## src/rtl/i2c_step_pkg.sv

```systemverilog
package i2c_step_pkg;
    localparam int CODE_W = 8;

    localparam logic [CODE_W-1:0] ST_START  = 8'h08;
    localparam logic [CODE_W-1:0] ST_RSTART = 8'h10;
    localparam logic [CODE_W-1:0] ST_AW_ACK = 8'h18;
    localparam logic [CODE_W-1:0] ST_AW_NAK = 8'h20;
    localparam logic [CODE_W-1:0] ST_DW_ACK = 8'h28;
    localparam logic [CODE_W-1:0] ST_DW_NAK = 8'h30;
    localparam logic [CODE_W-1:0] ST_AR_ACK = 8'h40;
    localparam logic [CODE_W-1:0] ST_AR_NAK = 8'h48;
    localparam logic [CODE_W-1:0] ST_DR_ACK = 8'h50;
    localparam logic [CODE_W-1:0] ST_DR_NAK = 8'h58;
    localparam logic [CODE_W-1:0] ST_IDLE   = 8'hF8;

    localparam int C_ACK   = 2;
    localparam int C_FLAG  = 3;
    localparam int C_STOP  = 4;
    localparam int C_START = 5;
    localparam int C_EN    = 6;
    localparam int C_IEN   = 7;

    localparam logic [4:0] A_SLV  = 5'h00;
    localparam logic [4:0] A_DATA = 5'h04;
    localparam logic [4:0] A_CTRL = 5'h08;
    localparam logic [4:0] A_STAT = 5'h0C;
    localparam logic [4:0] A_XSLV = 5'h10;
    localparam logic [4:0] A_SRST = 5'h1C;

    typedef enum logic [2:0] {E_IDLE, E_START, E_BIT, E_HOLD, E_STOP} eng_state_t;
    typedef enum logic [1:0] {CMD_START, CMD_STOP, CMD_BYTE} cmd_t;
    typedef enum logic [1:0] {M_ADDR, M_TX, M_RX} ctx_t;
endpackage

```

## src/rtl/i2c_step_engine.sv

```systemverilog
module i2c_step_engine
    import i2c_step_pkg::*;
#(
    parameter int BYTE_W = 8
) (
    input  logic              clk,
    input  logic              rst_n,
    input  logic              srst,
    input  logic              tick,
    input  logic              go,
    input  cmd_t              go_kind,
    input  logic [BYTE_W-1:0] go_byte,
    input  logic              go_ack,
    input  logic              scl_in,
    input  logic              sda_in,
    output logic              ready,
    output logic              ev_valid,
    output logic [CODE_W-1:0] ev_code,
    output logic              rx_load,
    output logic [BYTE_W-1:0] rx_byte,
    output logic              stop_done,
    output logic              scl_oe,
    output logic              sda_oe
);
    localparam int BIT_W = $clog2(BYTE_W + 1);
    localparam logic [BIT_W-1:0] ACK_SLOT = BIT_W'(BYTE_W);

    eng_state_t        state_q, state_d;
    logic [1:0]        phase_q, phase_d;
    logic [BIT_W-1:0]  bit_q, bit_d;
    logic [BYTE_W-1:0] shift_q, shift_d;
    ctx_t              ctx_q, ctx_d;
    logic dir_q, dir_d, ackr_q, ackr_d, nak_q, nak_d, rst_q, rst_d;
    logic scl_low_q, scl_low_d, sda_low_q, sda_low_d;

    always_comb begin
        state_d = state_q;  phase_d = phase_q;  bit_d = bit_q;  shift_d = shift_q;
        ctx_d = ctx_q;  dir_d = dir_q;  ackr_d = ackr_q;  nak_d = nak_q;  rst_d = rst_q;
        scl_low_d = scl_low_q;  sda_low_d = sda_low_q;
        ev_valid = 1'b0;  ev_code = ST_IDLE;  rx_load = 1'b0;  stop_done = 1'b0;
        unique case (state_q)
            E_IDLE: begin
                if (go && go_kind == CMD_START) begin
                    state_d = E_START;  phase_d = 2'd0;  rst_d = 1'b0;
                end
            end
            E_HOLD: begin
                if (go) begin
                    phase_d = 2'd0;
                    unique case (go_kind)
                        CMD_START: begin state_d = E_START; rst_d = 1'b1; end
                        CMD_STOP:  state_d = E_STOP;
                        default: begin
                            state_d = E_BIT;  bit_d = '0;  shift_d = go_byte;
                            dir_d = go_byte[0];  ackr_d = go_ack;
                        end
                    endcase
                end
            end
            E_START: begin
                if (tick) begin
                    unique case (phase_q)
                        2'd0: begin sda_low_d = 1'b0; phase_d = 2'd1; end
                        2'd1: begin scl_low_d = 1'b0; phase_d = 2'd2; end
                        2'd2: if (scl_in) begin sda_low_d = 1'b1; phase_d = 2'd3; end
                        default: begin
                            scl_low_d = 1'b1;  state_d = E_HOLD;  ctx_d = M_ADDR;
                            ev_valid = 1'b1;  ev_code = rst_q ? ST_RSTART : ST_START;
                        end
                    endcase
                end
            end
            E_BIT: begin
                if (tick) begin
                    unique case (phase_q)
                        2'd0: begin
                            if (bit_q == ACK_SLOT) sda_low_d = (ctx_q == M_RX) && ackr_q;
                            else sda_low_d = (ctx_q != M_RX) && !shift_q[BYTE_W-1];
                            phase_d = 2'd1;
                        end
                        2'd1: begin scl_low_d = 1'b0; phase_d = 2'd2; end
                        2'd2: begin
                            if (scl_in) begin
                                if (bit_q == ACK_SLOT) nak_d = sda_in;
                                else shift_d = {shift_q[BYTE_W-2:0], sda_in};
                                phase_d = 2'd3;
                            end
                        end
                        default: begin
                            scl_low_d = 1'b1;  phase_d = 2'd0;
                            if (bit_q == ACK_SLOT) begin
                                state_d = E_HOLD;  ev_valid = 1'b1;
                                unique case (ctx_q)
                                    M_ADDR: begin
                                        ctx_d = dir_q ? M_RX : M_TX;
                                        if (dir_q) ev_code = nak_q ? ST_AR_NAK : ST_AR_ACK;
                                        else       ev_code = nak_q ? ST_AW_NAK : ST_AW_ACK;
                                    end
                                    M_TX: ev_code = nak_q ? ST_DW_NAK : ST_DW_ACK;
                                    default: begin
                                        ev_code = ackr_q ? ST_DR_ACK : ST_DR_NAK;
                                        rx_load = 1'b1;
                                    end
                                endcase
                            end else begin
                                bit_d = bit_q + 1'b1;
                            end
                        end
                    endcase
                end
            end
            E_STOP: begin
                if (tick) begin
                    unique case (phase_q)
                        2'd0: begin sda_low_d = 1'b1; phase_d = 2'd1; end
                        2'd1: begin scl_low_d = 1'b0; phase_d = 2'd2; end
                        default: begin
                            sda_low_d = 1'b0;  state_d = E_IDLE;  stop_done = 1'b1;
                        end
                    endcase
                end
            end
            default: state_d = E_IDLE;
        endcase
        if (srst) begin
            state_d = E_IDLE;  phase_d = 2'd0;  bit_d = '0;  shift_d = '0;  ctx_d = M_ADDR;
            dir_d = 1'b0;  ackr_d = 1'b0;  nak_d = 1'b0;  rst_d = 1'b0;
            scl_low_d = 1'b0;  sda_low_d = 1'b0;
            ev_valid = 1'b0;  rx_load = 1'b0;  stop_done = 1'b0;
        end
    end

    always_ff @(posedge clk or negedge rst_n) begin
        if (!rst_n) begin
            state_q <= E_IDLE;  phase_q <= 2'd0;  bit_q <= '0;  shift_q <= '0;  ctx_q <= M_ADDR;
            dir_q <= 1'b0;  ackr_q <= 1'b0;  nak_q <= 1'b0;  rst_q <= 1'b0;
            scl_low_q <= 1'b0;  sda_low_q <= 1'b0;
        end else begin
            state_q <= state_d;  phase_q <= phase_d;  bit_q <= bit_d;  shift_q <= shift_d;
            ctx_q <= ctx_d;  dir_q <= dir_d;  ackr_q <= ackr_d;  nak_q <= nak_d;  rst_q <= rst_d;
            scl_low_q <= scl_low_d;  sda_low_q <= sda_low_d;
        end
    end

    assign ready   = (state_q == E_IDLE) || (state_q == E_HOLD);
    assign rx_byte = shift_q;
    assign scl_oe  = scl_low_q;
    assign sda_oe  = sda_low_q;
endmodule

```

## src/rtl/i2c_step_regs.sv

```systemverilog
module i2c_step_regs
    import i2c_step_pkg::*;
#(
    parameter int DATA_W   = 32,
    parameter int ADDR_W   = 5,
    parameter int BYTE_W   = 8,
    parameter bit FLAG_W1C = 1'b0
) (
    input  logic              clk,
    input  logic              rst_n,
    input  logic              reg_wr,
    input  logic [ADDR_W-1:0] reg_addr,
    input  logic [DATA_W-1:0] reg_wdata,
    output logic [DATA_W-1:0] reg_rdata,
    input  logic              eng_ready,
    input  logic              ev_valid,
    input  logic [CODE_W-1:0] ev_code,
    input  logic              rx_load,
    input  logic [BYTE_W-1:0] rx_byte,
    input  logic              stop_done,
    output logic              srst,
    output logic              go,
    output cmd_t              go_kind,
    output logic [BYTE_W-1:0] go_byte,
    output logic              go_ack,
    output logic              flag,
    output logic [CODE_W-1:0] status,
    output logic              irq
);
    logic [BYTE_W-1:0] slv_q, xslv_q, data_q;
    logic [CODE_W-1:0] stat_q;
    logic ack_q, en_q, ien_q, flag_q;
    logic wr_ctrl, clr_req, flag_kept;
    logic [CODE_W-1:0] ctrl_view;
    logic unused_wdata;

    assign unused_wdata = ^reg_wdata[DATA_W-1:BYTE_W];
    assign wr_ctrl = reg_wr && (reg_addr == ADDR_W'(A_CTRL));
    assign srst    = reg_wr && (reg_addr == ADDR_W'(A_SRST));

    generate
        if (FLAG_W1C) begin : g_clear_by_one
            assign clr_req = reg_wdata[C_FLAG];
        end else begin : g_clear_by_zero
            assign clr_req = ~reg_wdata[C_FLAG];
        end
    endgenerate

    assign flag_kept = flag_q & ~clr_req;
    assign go      = wr_ctrl && reg_wdata[C_EN] && !flag_kept && eng_ready;
    assign go_kind = reg_wdata[C_START] ? CMD_START : (reg_wdata[C_STOP] ? CMD_STOP : CMD_BYTE);
    assign go_byte = data_q;
    assign go_ack  = reg_wdata[C_ACK];

    always_ff @(posedge clk or negedge rst_n) begin
        if (!rst_n) begin
            slv_q <= '0;  xslv_q <= '0;  data_q <= '0;  stat_q <= ST_IDLE;
            ack_q <= 1'b0;  en_q <= 1'b0;  ien_q <= 1'b0;  flag_q <= 1'b0;
        end else if (srst) begin
            slv_q <= '0;  xslv_q <= '0;  data_q <= '0;  stat_q <= ST_IDLE;
            ack_q <= 1'b0;  en_q <= 1'b0;  ien_q <= 1'b0;  flag_q <= 1'b0;
        end else begin
            if (reg_wr && reg_addr == ADDR_W'(A_SLV))  slv_q  <= reg_wdata[BYTE_W-1:0];
            if (reg_wr && reg_addr == ADDR_W'(A_XSLV)) xslv_q <= reg_wdata[BYTE_W-1:0];
            if (rx_load) data_q <= rx_byte;
            else if (reg_wr && reg_addr == ADDR_W'(A_DATA)) data_q <= reg_wdata[BYTE_W-1:0];
            if (ev_valid) stat_q <= ev_code;
            else if (stop_done) stat_q <= ST_IDLE;
            if (ev_valid) flag_q <= 1'b1;
            else if (wr_ctrl) flag_q <= flag_kept;
            if (wr_ctrl) begin
                ack_q <= reg_wdata[C_ACK];  en_q <= reg_wdata[C_EN];  ien_q <= reg_wdata[C_IEN];
            end
        end
    end

    always_comb begin
        ctrl_view = '0;
        ctrl_view[C_ACK]  = ack_q;
        ctrl_view[C_FLAG] = flag_q;
        ctrl_view[C_EN]   = en_q;
        ctrl_view[C_IEN]  = ien_q;
        case (reg_addr)
            ADDR_W'(A_SLV):  reg_rdata = DATA_W'(slv_q);
            ADDR_W'(A_DATA): reg_rdata = DATA_W'(data_q);
            ADDR_W'(A_CTRL): reg_rdata = DATA_W'(ctrl_view);
            ADDR_W'(A_STAT): reg_rdata = DATA_W'(stat_q);
            ADDR_W'(A_XSLV): reg_rdata = DATA_W'(xslv_q);
            default:         reg_rdata = '0;
        endcase
    end

    assign flag   = flag_q;
    assign status = stat_q;
    assign irq    = flag_q & ien_q;
endmodule

```

## src/rtl/i2c_step_master.sv

```systemverilog
module i2c_step_master
    import i2c_step_pkg::*;
#(
    parameter int DATA_W   = 32,
    parameter int ADDR_W   = 5,
    parameter int BYTE_W   = 8,
    parameter bit FLAG_W1C = 1'b0
) (
    input  logic              clk,
    input  logic              rst_n,
    input  logic              tick,
    input  logic              reg_wr,
    input  logic [ADDR_W-1:0] reg_addr,
    input  logic [DATA_W-1:0] reg_wdata,
    output logic [DATA_W-1:0] reg_rdata,
    output logic              irq,
    output logic              scl_oe,
    input  logic              scl_in,
    output logic              sda_oe,
    input  logic              sda_in
);
    logic srst_w, go_w, go_ack_w, ready_w, ev_valid_w, rx_load_w, stop_done_w, flag_w;
    cmd_t go_kind_w;
    logic [BYTE_W-1:0] go_byte_w, rx_byte_w;
    logic [CODE_W-1:0] ev_code_w, status_w;

    i2c_step_regs #(
        .DATA_W(DATA_W), .ADDR_W(ADDR_W), .BYTE_W(BYTE_W), .FLAG_W1C(FLAG_W1C)
    ) u_regs (
        .clk(clk), .rst_n(rst_n), .reg_wr(reg_wr), .reg_addr(reg_addr),
        .reg_wdata(reg_wdata), .reg_rdata(reg_rdata), .eng_ready(ready_w),
        .ev_valid(ev_valid_w), .ev_code(ev_code_w), .rx_load(rx_load_w),
        .rx_byte(rx_byte_w), .stop_done(stop_done_w), .srst(srst_w), .go(go_w),
        .go_kind(go_kind_w), .go_byte(go_byte_w), .go_ack(go_ack_w),
        .flag(flag_w), .status(status_w), .irq(irq)
    );

    i2c_step_engine #(.BYTE_W(BYTE_W)) u_engine (
        .clk(clk), .rst_n(rst_n), .srst(srst_w), .tick(tick), .go(go_w),
        .go_kind(go_kind_w), .go_byte(go_byte_w), .go_ack(go_ack_w),
        .scl_in(scl_in), .sda_in(sda_in), .ready(ready_w), .ev_valid(ev_valid_w),
        .ev_code(ev_code_w), .rx_load(rx_load_w), .rx_byte(rx_byte_w),
        .stop_done(stop_done_w), .scl_oe(scl_oe), .sda_oe(sda_oe)
    );
endmodule

```

## config.mk

```make
export PLATFORM = sky130hd
export DESIGN_NAME = i2c_step_master
export DESIGN_NICKNAME = d
export VERILOG_FILES = /design/src/rtl/i2c_step_pkg.sv /design/src/rtl/i2c_step_engine.sv /design/src/rtl/i2c_step_regs.sv /design/src/rtl/i2c_step_master.sv
export SDC_FILE = /design/constraint.sdc
export NUM_CORES = 1
export LEC_CHECK = 0
export ABC_CLOCK_PERIOD_IN_PS = 1950
export BUFFER_PORTS_ARGS = -buffer_cell sky130_fd_sc_hd__buf_2
export CORE_AREA = 2 2 110 112
export DETAILED_ROUTE_END_ITERATION = 10
export DIE_AREA = 0 0 112 114
export GPL_TIMING_DRIVEN = 0
export PLACE_DENSITY_LB_ADDON = 0.05
export SLEW_MARGIN = 25
export SYNTH_ARGS = -nofsm -noshare
export SYNTH_HDL_FRONTEND = slang
export SYNTH_SLANG_ARGS = --single-unit
```

## constraint.sdc

```tcl
create_clock -name clk -period 1.95 [get_ports clk]
set_input_delay 0.2925 -clock clk [delete_from_list [all_inputs] [get_ports clk]]
set_output_delay 0.2925 -clock clk [all_outputs]
set_load 0.005 [all_outputs]
```

==> flow_metrics.py, run 1 <==
metrics = {
    "worst_hold_path": {
        "holdPathStages": 2,
        "worstHoldPathType": "primary input to register",
        "whs_endpoint": "u_regs.xslv_q[0]$_DFFE_PN0P_",
        "holdCritStartpoint": "reg_wdata[0]",
    },
    "worst_setup_path": {
        "critPathCaptureType": "register",
        "cp_max_fo": 8,
        "slowest_delay_ns": 0.41,
        "critPathArrivalTime_ns": 2.34,
        "cp.required_ns": 2.18,
        "crit_chain": "or3b_1 > buf_6 > nor4_4 > and2_4 > buf_12 > mux2i_1 > o21ai_2",
        "r2r_cells": 7,
        "r2r-end": "u_regs.go_byte[5]$_DFFE_PN0P_",
        "path_class": "register to register",
        "slowest_stage": "dfrtp_2",
        "reg2reg_from": "u_engine.state_q[2]$_DFFE_PN0P_",
        "worst_setup_path_start_kind": "register",
        "rrSetupSlack_ns": -0.16,
    },
    "drt": {
        "wl_per_cell_microns": 18.1,
        "antenna_left": 0,
        "firstDrtPassIters": 4,
        "drt-initial-drc-count": 190,
        "vias": 3341,
        "route.detailed.drc": 0,
        "wirelength_microns": 11700,
        "via_per_inst": 5.16,
    },
    "final_layout": {
        "area_growth_pct": 32.2,
        "regArea_sq_mm": 0.00146,
        "drive_gt1_frac": 0.346,
        "final_nets": 546,
        "fillerInstances": 1148,
        "layout.cells.most_common": "dfrtp_1",
        "mostFrequentLayoutCells": "50 x dfrtp_1, 44 x buf_4, 39 x nand2_1",
        "antenna_cells": 0,
        "multi_input_area_sq_mm": 0.00241,
    },
    "floorplan": {
        "die_x_microns": 112,
        "num_rows": 40,
        "initial_utilization": 0.332,
        "dieArea_sq_mm": 0.0128,
        "dieHeight_microns": 114,
        "boundaryPins": 78,
        "fp.coreArea_sq_mm": 0.0117,
    },
    "power_and_ir_drop": {
        "peakVddDrop_uv": 505,
        "p_leak_nw": 2.31,
        "p_seq_frac": 0.303,
        "p_per_area_mw_per_mm2": 1210,
        "finalPower_mw": 6.22,
        "clkPwrFrac": 0.272,
        "power.share.switching": 0.357,
        "power.switching_mw": 2.22,
        "combPwrFrac": 0.424,
        "internal_power_mw": 3.99,
    },
    "cts": {
        "root_buffer": "clkbuf_16",
        "clock_latency_ns": 0.34,
        "cts_made_buffers": 9,
        "cts_num_sinks": 58,
        "path_clk_slew_ns": 0.06,
        "cts_htree_levels": 3,
        "clk_path_buf_depth": 2,
        "cts_tree": "built",
    },
    "placement": {
        "place.gp.congestion": 0.870,
        "hpwl_microns": 8450,
        "dp_slack_ns": -0.561,
        "place.port_buffers": 27,
    },
    "timing": {
        "period_share": 1.08,
        "clock.fmax_mhz": 474,
        "slew_headroom": 0.540,
        "post-route-min-period_ns": 2.11,
        "rsz0062_at_grt": "yes",
        "slew_viol_final": 0,
        "worst_slack_ns": -0.161,
        "setup_viol": 8,
        "fin_skew_ns": 0.00747,
        "hold_viol": 0,
        "worst_pin_slew_ns": 0.690,
    },
    "yosys": {
        "synth.largest_area_cell": "dfrtp_1",
        "synth_area_leaders": "dfrtp_1 34%, mux2i_1 10%, buf_4 4.6%",
        "synth-async-reset-ratio": 1.00,
        "syn_area_sq_mm": 0.00389,
        "synth_cell_type_count": 66,
        "ys_ff_latch": 58,
        "synth_seq_area_share": 0.375,
        "avgSynthCellArea_sq_um": 9.43,
        "synth_edf_count": 0,
        "synth.top_cell.area_share": 0.341,
        "ys.warnings.count": 0,
        "synth_ff_type": "dfrtp_1",
        "syn_inst": 412,
    },
    "grt": {
        "grt_max_degree": 45,
        "grt_pass1_wl_microns": 18700,
        "overflow": 0,
        "antenna_found_initial": 0,
        "grt_pass1_vias": 3310,
        "grt_use_total": 0.192,
    },
    "status": {
        "violations": "negative setup slack",
        "outcome": "complete, but fails checks",
    },
    "job": {
        "cap_violations": 0,
    },
}
==> routing by layer <==
layer | global-route usage | up-vias | part of all wire
li1 | - | 1621 | -
met1 | 0.261 | 1632 | 0.47
met2 | 0.304 | 66 | 0.48
met3 | 0.0287 | 22 | 0.027
met4 | 0.0878 | 0 | 0.026
met5 | 0 | - | 0
==> worst max path at each step <==
| stage | end | slack [ns] | startpoint |
|---|---|---|---|
| 2_1_floorplan | u_engine.rx_byte[6]$_DFFE_PN0P_ | 0.03 | u_engine.bit_q[0]$_DFFE_PN0P_ |
| 5_1_grt | u_regs.go_byte[7]$_DFFE_PN0P_ | -0.21 | u_engine.state_q[2]$_DFFE_PN0P_ |
| 4_1_cts | u_regs.go_byte[1]$_DFFE_PN0P_ | -0.08 | u_engine.state_q[2]$_DFFE_PN0P_ |
| 3_3_place_gp | u_regs.xslv_q[0]$_DFFE_PN0P_ | -0.45 | reg_addr[3] |
| 6_report | u_regs.go_byte[5]$_DFFE_PN0P_ | -0.16 | u_engine.state_q[2]$_DFFE_PN0P_ |
| 3_5_place_dp | u_regs.xslv_q[6]$_DFFE_PN0P_ | -0.56 | reg_addr[3] |
==> power by group through the flow <==
stage / registers (mW) / logic, mW / clock network, mW
floorplan: 1.76 / 1.54 / 0
global placement: 1.88 / 1.98 / 0
detailed placement: 1.88 / 2.01 / 0
CTS: 1.87 / 2.19 / 1.73
global route: 1.93 / 2.90 / 1.80
finish: 1.88 / 2.64 / 1.69
==> flip-flops by register name, indices dropped and copies added, names as in the netlist, 2 cells and up <==
signal	flops
u_regs.slv_q	8
u_regs.go_byte	8
u_engine.bit_q	4
u_engine.ctx_q	2
u_engine.state_q	3
u_engine.phase_q	2
u_regs.xslv_q	8
u_regs.status	5
u_engine.rx_byte	8
==> area by class of cell <==
class | count | share of cell area
Inverter | 9 | 0.00657
Multi-Input combinational cell | 317 | 0.470
Buffer | 48 | 0.0672
Clock inverter | 5 | 0.0153
Sequential cell | 58 | 0.284
Clock buffer | 11 | 0.0453
Timing Repair Buffer | 52 | 0.0757
Tap cell | 147 | 0.0358
==> cell families after synthesis <==
kind of cell / Yosys count / synth area share
mux: 43 / 0.121
compound gates: 106 / 0.204
other cells: 1 / 0.000965
fa+ha+maj: 8 / 0.0258
flops: 58 / 0.375
simple gates: 136 / 0.182
buf+inv: 60 / 0.0911
==> stage by stage <==
step / setup TNS, ns / util / hold WS [ns] / instances / cell area (sq um)
after floorplan: 0 / - / -0.00309 / 435 / 3970
after global placement: -18.20 / 0.366 / 0.490 / 609 / 4290
after detailed placement: -19.81 / 0.369 / 0.179 / 610 / 4320
after CTS: -0.441 / 0.412 / 0.225 / 637 / 4820
after global routing: -1.84 / 0.439 / 0.246 / 647 / 5140
final: -1.04 / 0.439 / 0.235 / 647 / 5140
==> what timing repair did <==
item / in CTS / in global routing
pin swaps: 9 / 14
endpoints found under the hold margin: 13 / 0
hold buffers: 1 / 0
setup endpoints to repair: 53 / 34
setup buffers: 12 / 10
resized for setup: 29 / 54
cloned: 0 / 1
==> critical path, delay by kind of cell (launching register included) <==
kind	cells	cell delay, ns
AO/OA/AOI/OAI	1	0.08
flip-flops	1	0.41
AND/OR/NAND/NOR	3	0.96
buffers and inverters	2	0.29
multiplexers	1	0.24
==> cell usage after synthesis, types with 6 or more instances <==
cell type and count:
a211oi_1 6, o22ai_1 7, ha_1 8, inv_1 9, a22o_1 9, o21ai_0 18, a21oi_1 15, clkbuf_1 12
o21ai_2 7, mux2i_1 40, nand3_1 7, dfrtp_1 53, o211ai_1 6, nand2_1 40, nand2b_1 7, a2bb2oi_1 7
buf_4 24, buf_2 7, nor2_1 42, and2_1 6
No activity file was read; power rests on OpenSTA's default activity.
==> run 2, diff against run 1 <==
ABC_AREA = 1   (was unset)
CELL_PAD_IN_SITES_DETAIL_PLACEMENT = 2   (was unset)
CELL_PAD_IN_SITES_GLOBAL_PLACEMENT = 2   (was unset)
CORE_AREA = 8 8 129 131   (was 2 2 110 112)
DIE_AREA = 0 0 137 139   (was 0 0 112 114)
==> run 2 against run 1 <==
  * The flow now finishes without violations
  * Synthesized area increased by 2.3%
  * Setup slack improved by 0.30 ns
  * Hold slack improved by 0.022 ns
  * Highest routed layer unchanged
  * Clock-buffer cell count increased by 2
==> flow_metrics.py, run 2 <==
metrics = {
    "status": {
        "outcome": "finished, final reports clean",
    },
    "drt": {
        "route.detailed.drc": 0,
        "top_layer_used": "met4",
        "antenna_left": 0,
        "drt-initial-drc-count": 120,
        "dr_wl_met2_microns": 7240,
        "via_per_inst": 4.78,
        "wirelength_microns": 14700,
        "vias": 3952,
        "wl_per_cell_microns": 17.8,
        "met3_length_microns": 454,
        "firstDrtPassIters": 4,
        "wl_met1_microns": 6660,
    },
    "final_layout": {
        "multi_input_area_sq_mm": 0.00215,
        "antenna_cells": 0,
        "final_cells": 827,
        "mostFrequentLayoutCells": "159 x nand2_1, 50 x inv_1, 49 x o21ai_0, 49 x dfrtp_1",
        "area_growth_pct": 24.6,
        "final_nets": 685,
        "regArea_sq_mm": 0.00146,
        "fillerInstances": 1777,
        "fin_util": 0.336,
        "final_cell_area_sq_mm": 0.00495,
        "layout.cells.most_common": "nand2_1",
        "drive_gt1_frac": 0.246,
    },
    "worst_hold_path": {
        "worstHoldPathType": "primary input to register",
        "holdPathStages": 3,
        "holdCritStartpoint": "sda_in",
        "whs_endpoint": "u_engine.nak_q$_DFFE_PN0P_",
    },
    "yosys": {
        "yosys-top-cells-count": "162 x nand2_1, 53 x dfrtp_1, 52 x inv_1",
        "ys.warnings.count": 0,
        "synth.top_cell.area_share": 0.334,
        "syn_inst": 553,
        "synth-async-reset-ratio": 1.00,
        "avgSynthCellArea_sq_um": 7.19,
        "synth_seq_area_share": 0.367,
        "synth_cell_type_count": 36,
        "synth_ff_type": "dfrtp_1",
        "synth_edf_count": 0,
        "yosysMostFrequentCell": "nand2_1",
        "ys_ff_latch": 58,
        "synth.largest_area_cell": "dfrtp_1",
        "synth_area_leaders": "dfrtp_1 33%, nand2_1 15%, o21ai_0 6.2%",
        "syn_area_sq_mm": 0.00398,
    },
    "power_and_ir_drop": {
        "clkPwrFrac": 0.258,
        "power.share.switching": 0.433,
        "peakVddDrop_uv": 368,
        "p_seq_frac": 0.301,
        "combPwrFrac": 0.441,
        "p_leak_nw": 2.62,
        "p_per_area_mw_per_mm2": 1290,
        "power.switching_mw": 2.77,
        "internal_power_mw": 3.63,
    },
    "cts": {
        "cts_made_buffers": 9,
        "cts_htree_levels": 3,
        "clk_path_buf_depth": 2,
        "clock_latency_ns": 0.34,
        "cts_num_sinks": 58,
        "root_buffer": "clkbuf_16",
        "path_clk_slew_ns": 0.05,
        "cts_tree": "built",
    },
    "timing": {
        "hold_viol": 0,
        "period_share": 0.927,
        "worst_slack_ns": 0.142,
        "clock.fmax_mhz": 553,
        "slew_viol_final": 0,
        "post-route-min-period_ns": 1.81,
        "fin_skew_ns": 0.00603,
        "setup_viol": 0,
    },
    "worst_setup_path": {
        "crit_top_cell": "nor2_4",
        "slowest_stage": "dfrtp_1",
        "cp_max_fo": 8,
        "worst_setup_path_start_kind": "register",
        "rrSetupSlack_ns": 0.14,
        "path_class": "register to register",
        "critPathCaptureType": "register",
        "critPathArrivalTime_ns": 2.08,
        "r2r_cells": 12,
        "crit_chain": "inv_2 > ha_1 > nand2_2 > nor2_4 > nand2_4 > clkinv_2 > nand2_4 > nor2_4 > nor2_4 > nor2_4 > nand2_1 > nand2_1",
        "r2r-end": "u_regs.go_byte[3]$_DFFE_PN0P_",
        "cp.required_ns": 2.22,
        "slowest_delay_ns": 0.38,
        "reg2reg_from": "u_engine.bit_q[0]$_DFFE_PN0P_",
    },
    "placement": {
        "place.port_buffers": 29,
        "dp_slack_ns": -0.231,
        "hpwl_microns": 11300,
        "place_inst": 794,
        "place.gp.congestion": 0.797,
        "place_area_sq_mm": 0.00447,
    },
    "grt": {
        "grt_max_degree": 32,
        "antenna_found_initial": 0,
        "overflow": 0,
        "grt_pass1_wl_microns": 23800,
        "grt_pass1_vias": 4276,
        "grt_use_total": 0.162,
    },
    "floorplan": {
        "fp.coreArea_sq_mm": 0.0148,
        "boundaryPins": 78,
        "num_rows": 45,
        "initial_utilization": 0.270,
        "dieHeight_microns": 139,
        "dieArea_sq_mm": 0.0190,
        "die_x_microns": 137,
    },
    "job": {
        "cap_violations": 0,
    },
}
## run 2: logic make-up after synthesis
group / share of synthesized area
AOI/OAI and AO/OA: 0.132
buffers and inverters: 0.124
DFF: 0.367
xor gates and xnor gates: 0.00220
adders and majority gates: 0.0252
other: 0.000943
and+or+nand+nor: 0.348
## run 2: layout make-up
type	instances	area share
clock buffer	13	0.0525
multi-input combinational	421	0.435
tap	188	0.0475
clock inverter	3	0.00808
buffer	34	0.0528
timing repair buffer	47	0.0601
inverter	63	0.0490
sequential	58	0.295
## run 2: power groups by stage
stage	registers, mW	logic (mW)	clock network [mW]
floorplan	1.83	1.94	0
global placement	1.91	2.62	0
detailed placement	1.93	2.70	0
CTS	1.92	2.74	1.70
global route	1.97	3.22	1.75
finish	1.92	2.82	1.65
## run 2: how the worst max path moves through the flow
| stage | from | end | slack (ns) | cells past startpoint |
|---|---|---|---|---|
| finish | u_engine.bit_q[0]$_DFFE_PN0P_ | u_regs.go_byte[3]$_DFFE_PN0P_ | 0.14 | 12 |
| global route | u_engine.bit_q[0]$_DFFE_PN0P_ | u_regs.go_byte[4]$_DFFE_PN0P_ | -0.006 | 12 |
| CTS | u_engine.bit_q[0]$_DFFE_PN0P_ | u_regs.go_byte[4]$_DFFE_PN0P_ | -0.02 | 12 |
| detailed placement | u_engine.phase_q[0]$_DFFE_PN0P_ | u_regs.go_byte[4]$_DFFE_PN0P_ | -0.23 | 11 |
| global placement | u_engine.phase_q[0]$_DFFE_PN0P_ | u_regs.go_byte[5]$_DFFE_PN0P_ | -0.19 | 11 |
| floorplan | u_engine.phase_q[0]$_DFFE_PN0P_ | u_regs.go_byte[5]$_DFFE_PN0P_ | 0.28 | 12 |
## run 2: what timing repair did
item | in CTS | in global routing
resized for setup | 6 | 14
hold buffers | 1 | 0
buffers inserted | 7 | 9
endpoints found under the setup margin | 13 | 27
pin swaps | 5 | 6
endpoints found under the hold margin | 25 | 0
cloned | 0 | 0
## run 2: routing by layer
| metal | track usage | up-vias |
|---|---|---|
| li1 | - | 1907 |
| met4 | 0.0589 | 0 |
| met5 | 0 | - |
| met3 | 0.0308 | 18 |
| met2 | 0.266 | 41 |
| met1 | 0.204 | 1986 |
## run 2: worst max-delay path, delay by kind of cell (launching register included)
family / cells / cell delay, ns
flip-flops: 1 / 0.38
buffers and inverters: 2 / 0.16
AND/OR/NAND/NOR: 9 / 1.01
adder cells (fa/ha/maj): 1 / 0.16
## run 2: through the flow
stage | TNS [ns] | total power, mW | hold WS (ns)
floorplan | 0 | 3.77 | -0.00309
global placement | -1.71 | 4.53 | 0.456
detailed placement | -2.75 | 4.64 | 0.277
CTS | -0.0470 | 6.36 | 0.248
global route | -0.0154 | 6.94 | 0.270
finish | 0 | 6.40 | 0.257
